## src/rtl/burst_seq_pkg.sv

```systemverilog
package burst_seq_pkg;

    localparam int LOW_W   = 2;
    localparam int BEAT_W  = LOW_W;

    typedef enum logic {
        ORDER_LINEAR = 1'b0,
        ORDER_XOR    = 1'b1
    } order_e;

    typedef struct packed {
        logic load;
        logic step;
    } burst_ctl_t;

    function automatic logic [LOW_W-1:0] beat_low(
        input logic [LOW_W-1:0]  start,
        input logic [BEAT_W-1:0] beat,
        input order_e            ord
    );
        logic [LOW_W-1:0] r;
        if (ord == ORDER_XOR) r = start ^ beat;
        else                  r = start + beat;
        return r;
    endfunction

endpackage

```

## src/rtl/bsg_strobe_qual.sv

```systemverilog
module bsg_strobe_qual
    import burst_seq_pkg::*;
(
    input  logic       ads_proc_n,
    input  logic       ads_ctrl_n,
    input  logic       adv_n,
    input  logic       cs_n,
    input  logic       cs_p,
    input  logic       cs2_n,
    output burst_ctl_t ctl
);
    logic proc_ok;
    logic ctrl_ok;

    always_comb begin
        proc_ok  = !ads_proc_n && !cs_n;
        ctrl_ok  = !ads_ctrl_n && !cs_n && cs_p && !cs2_n;
        ctl.load = proc_ok || ctrl_ok;
        ctl.step = !adv_n && !(proc_ok || ctrl_ok);
    end
endmodule

```

## src/rtl/bsg_beat_counter.sv

```systemverilog
module bsg_beat_counter
    import burst_seq_pkg::*;
(
    input  logic              clk,
    input  logic              rst,
    input  burst_ctl_t        ctl,
    output logic [BEAT_W-1:0] beat
);
    always_ff @(posedge clk) begin
        if (rst)           beat <= '0;
        else if (ctl.load) beat <= '0;
        else if (ctl.step) beat <= beat + 1'b1;
    end
endmodule

```

## src/rtl/burst_addr_seq.sv

```systemverilog
module burst_addr_seq
    import burst_seq_pkg::*;
#(
    parameter int AW = 18
) (
    input  logic          clk,
    input  logic          rst,
    input  logic [AW-1:0] addr_in,
    input  logic          ads_proc_n,
    input  logic          ads_ctrl_n,
    input  logic          adv_n,
    input  logic          mode_ileave,
    input  logic          cs_n,
    input  logic          cs_p,
    input  logic          cs2_n,
    output logic [AW-1:0] addr_out,
    output logic          load_q
);
    localparam int HI_W = AW - LOW_W;

    burst_ctl_t        ctl;
    logic [BEAT_W-1:0] beat;
    logic [AW-1:0]     base_q;
    order_e            ord;

    bsg_strobe_qual u_qual (
        .ads_proc_n (ads_proc_n),
        .ads_ctrl_n (ads_ctrl_n),
        .adv_n      (adv_n),
        .cs_n       (cs_n),
        .cs_p       (cs_p),
        .cs2_n      (cs2_n),
        .ctl        (ctl)
    );

    bsg_beat_counter u_cnt (
        .clk  (clk),
        .rst  (rst),
        .ctl  (ctl),
        .beat (beat)
    );

    always_ff @(posedge clk) begin
        if (rst) begin
            base_q <= '0;
            load_q <= 1'b0;
        end else begin
            load_q <= ctl.load;
            if (ctl.load) base_q <= addr_in;
        end
    end

    always_comb begin
        ord      = order_e'(mode_ileave);
        addr_out = {base_q[AW-1 -: HI_W], beat_low(base_q[LOW_W-1:0], beat, ord)};
    end
endmodule

```

## config.mk

```make
export PLATFORM = sky130hd
export DESIGN_NAME = burst_addr_seq
export DESIGN_NICKNAME = d
export VERILOG_FILES = /design/src/rtl/burst_seq_pkg.sv /design/src/rtl/bsg_strobe_qual.sv /design/src/rtl/bsg_beat_counter.sv /design/src/rtl/burst_addr_seq.sv
export SDC_FILE = /design/constraint.sdc
export NUM_CORES = 1
export LEC_CHECK = 0
export BUFFER_PORTS_ARGS = -buffer_cell sky130_fd_sc_hd__buf_2
export CAP_MARGIN = 20
export CORE_UTILIZATION = 41
export CTS_BUF_LIST = sky130_fd_sc_hd__clkbuf_4
export DETAILED_ROUTE_END_ITERATION = 8
export PLACE_DENSITY = 0.88
export SLEW_MARGIN = 15
export SYNTH_ARGS = -nofsm -noshare
export SYNTH_HDL_FRONTEND = slang
export SYNTH_SLANG_ARGS = --single-unit
```

## constraint.sdc

```tcl
create_clock -name clk -period 1.25 [get_ports clk]
set_input_delay 0.0625 -clock clk [delete_from_list [all_inputs] [get_ports clk]]
set_output_delay 0.0625 -clock clk [all_outputs]
set_load 0.01 [all_outputs]
```

==> summary.md <==
| Metric | Value |
|---|---|
| Status | `finished, violations left` |
| Violations in the final reports | `setup timing` |
| Power Dens Cells | `1030 mW/mm^2` |
| Number of vias after detailed routing | `689` |
| Placer Congestion | `0.689` |
| Synth cell types | `16` |
| Type of element launching the critical path | `register` |
| Post-Synthesis Cells | `71` |
| Synthesis-stage register bit count | `21` |
| Clock network latency to the later pin of the worst-skew pair | `0.29 ns` |
| Clock slew at reported path FFs | `0.12 ns` |
| Post-place instance area | `0.00102 sq mm` |
| Routed WL per cell | `12.2 um` |
| Final design utilization | `64.8%` |
| Hold Path Depth | `3` |
| Required time at the endpoint of the critical path | `1.19 ns` |
| R2R Path Start | `u_cnt.beat[0]` |
| Top library cells by usage in the layout, fill and taps aside | `sky130_fd_sc_hd__buf_2, sky130_fd_sc_hd__dfxtp_1, sky130_fd_sc_hd__dlygate4sd3_1, sky130_fd_sc_hd__a22o_2, sky130_fd_sc_hd__a22o_1` |
| Final worst clock skew | `0.000240 ns` |
| Arrival time worst endpoint | `1.19 ns` |
| Die extent in x | `47.5 um` |
| Placed instance count | `128` |
| Area of the die | `0.00225 sq mm` |
| Post-route setup slack | `-0.00117 ns` |
| Number of buffers created by CTS | `3` |
| Worst R2R Setup Slack | `0.24 ns` |
| Number of synthesized flops with an enable pin | `0` |
| Aggregate global-route resource usage | `16.7%` |
| Number of detailed-route iterations in the first pass | `4` |
| Number of antenna diodes | `0` |
| Critical Setup Path Class | `register to output port` |
| Area used by sequential logic in the layout | `423 sq um` |
| Post-synthesis cell area | `848 sq um` |
| Core Footprint | `0.00196 sq mm` |
| Final number of max-transition violations | `0` |
| Buffer type at the clock tree root | `sky130_fd_sc_hd__clkbuf_4` |
| # rows | `16` |
| Number of setup violations in the final report | `1` |
| Net count after synthesis | `99` |
| Final Non-Filler Cells | `152` |
| Final Critical Period | `1.25 ns` |
| Ordered list of cells on the worst path | `ha_4, nor2b_4, xnor2_2, buf_2` |
| Category of the worst setup path capture point | `output port` |
| Largest net degree at the start of global routing | `20` |
| Final Cycle Share | `100%` |
| Number of placed I/O pins | `46` |
| Reg-to-reg endpoint | `u_cnt.beat[1]` |
| Detailed Route Iter0 Violations | `15` |
| TritonCTS clock tree | `yes` |
| Measured slew at the worst slew-check pin | `0.259 ns` |
| Highest fanout seen on the critical path | `2` |
| Number of vias per cell | `4.53` |
| Final hold violation count | `0` |
| Port buffer count | `45` |
| Min-Delay Endpoint | `load_q` |
| Die boundary height | `47.5 um` |
| Most common cell after layout, fill and taps aside | `sky130_fd_sc_hd__buf_2` |
| Final ANT Viol Nets | `0` |
| Maximum cell stage delay along the critical path | `0.37 ns` |
| Hold Path Class | `primary input to register` |
| Filler cell count | `165` |
| Pwr Total | `1.31 mW` |
| Global-route wire length before repair | `2.61 mm` |
| Total of max-cap violations | `0` |
| Starting utilization of the core area | `43.2%` |
| Critical Path Slowest Stage Cell | `sky130_fd_sc_hd__dfxtp_2` |
| H-Tree Depth | `1` |
| Min-delay src | `rst` |
| Yosys warnings | `0` |
| Initial antenna violation count | `0` |
| Fraction of final layout cells sized beyond drive strength 1 | `57.6%` |
| Number of remaining DRC errors | `0` |
| Unrepaired setup endpoints after global routing | `yes` |
| Proportion of register bits with asynchronous set or reset after synthesis | `0%` |
| Wirelength, routed | `1.85 mm` |
| Worst slew margin relative to its limit | `82.6%` |
| Layout Area Growth over Synthesis | `49.9%` |
| Top FF cell, synth | `sky130_fd_sc_hd__dfxtp_1` |
| Sequential cell area fraction in the yosys report | `49.6%` |
| Static leakage | `0.620 nW` |
| Num Clock Sinks | `21` |
| Smallest hold slack | `0.0987 ns` |
| Final instance area | `0.00127 sq mm` |
| Via count of the first global-routing pass | `692` |
| Final Net Count | `154` |
| Synthesized area per cell | `11.9 sq um` |
| Global route total overflow | `0` |
| Peak VDD IR | `0.581 mV` |
| Multi-input gate area in the final layout | `312 sq um` |
| CTS max path bufs | `2` |
| Highest clock rate | `799 MHz` |
| R2R depth | `5` |
==> state kept, by name (all words and copies together) (netlist names) <==
name	count
base_q	18
load_q	1
u_cnt.beat	2
==> Yosys cell counts, types with 2 or more instances <==
library cell               count  share of area, %
sky130_fd_sc_hd__xnor2_1       3               3.1
sky130_fd_sc_hd__nand2b_1      2               1.5
sky130_fd_sc_hd__a22o_1        9               9.3
sky130_fd_sc_hd__buf_4        17                15
sky130_fd_sc_hd__a22o_2        9                11
sky130_fd_sc_hd__dfxtp_1      21                50
==> cell type report <==
type                            count  share of cell area (%)
Clock buffer                        3                    1.77
Sequential cell                    21                    33.3
Multi-Input combinational cell     31                    24.5
Tap cell                           27                    2.66
Clock inverter                      1                   0.394
Timing Repair Buffer               69                    37.4
==> how the worst max path moves through the flow <==
stage | start | endpoint | slack (ns) | depth (start not counted)
floorplan | ads_ctrl_n | base_q[0] | 0.003 | 4
global placement | ads_ctrl_n | base_q[12] | -0.13 | 5
detailed placement | ads_ctrl_n | base_q[7] | -0.17 | 5
CTS | u_cnt.beat[0] | addr_out[1] | -0.04 | 4
global route | u_cnt.beat[0] | addr_out[1] | -0.09 | 4
finish | u_cnt.beat[0] | addr_out[1] | -0.001 | 4
==> worst max-delay path: cells and delay by family (launching register included) <==
family	cells	cell delay (ns)
xor gates and xnor gates	1	0.11
adders and majority gates	1	0.13
buffers and inverters	1	0.14
DFF	1	0.37
and+or+nand+nor	1	0.15
==> stage by stage <==
step	setup slack, ns	setup TNS, ns
final	-0.00117	-0.00117
after global routing	-0.0879	-0.0879
after CTS	-0.0432	-0.0432
after detailed placement	-0.171	-2.98
after global placement	-0.134	-2.44
after floorplan	0.00326	0
==> timing repair <==
action                     in CTS  in global routing
hold endpoints to repair       18                  0
pin swaps                       1                  1
setup endpoints to repair       1                  1
hold buffers                   18                  0
gates resized for setup         5                  2
setup buffers                   1                  1
gates cloned                    0                  0
==> power by group <==
part / total [mW] / switching, mW / leakage [nW] / internal [mW]
logic: 0.263 / 0.0987 / 0.429 / 0.164
registers: 0.733 / 0.0239 / 0.173 / 0.709
clock network: 0.315 / 0.196 / 0.0177 / 0.119
total: 1.31 / 0.318 / 0.620 / 0.992
==> logic make-up (layout without fill, tap and decap cells) <==
| family | Yosys count | in the layout | share of synthesized area, % |
|---|---|---|---|
| flops | 21 | 21 | 49.6 |
| compound gates | 19 | 19 | 21.8 |
| buf+inv | 19 | 73 | 17.0 |
| simple gates | 8 | 8 | 7.08 |
| xor+xnor | 3 | 3 | 3.10 |
| fa+ha+maj | 1 | 1 | 1.47 |
==> layer usage <==
layer / vias to the layer above / global-route usage [%] / share of wire, %
met5: - / 0 / 0
met2: 36 / 32.1 / 51
li1: 347 / - / -
met1: 306 / 18.3 / 43
met3: 0 / 3.40 / 6.0
met4: 0 / 5.14 / 0
Note: power is estimated with default switching activity, not from simulation.
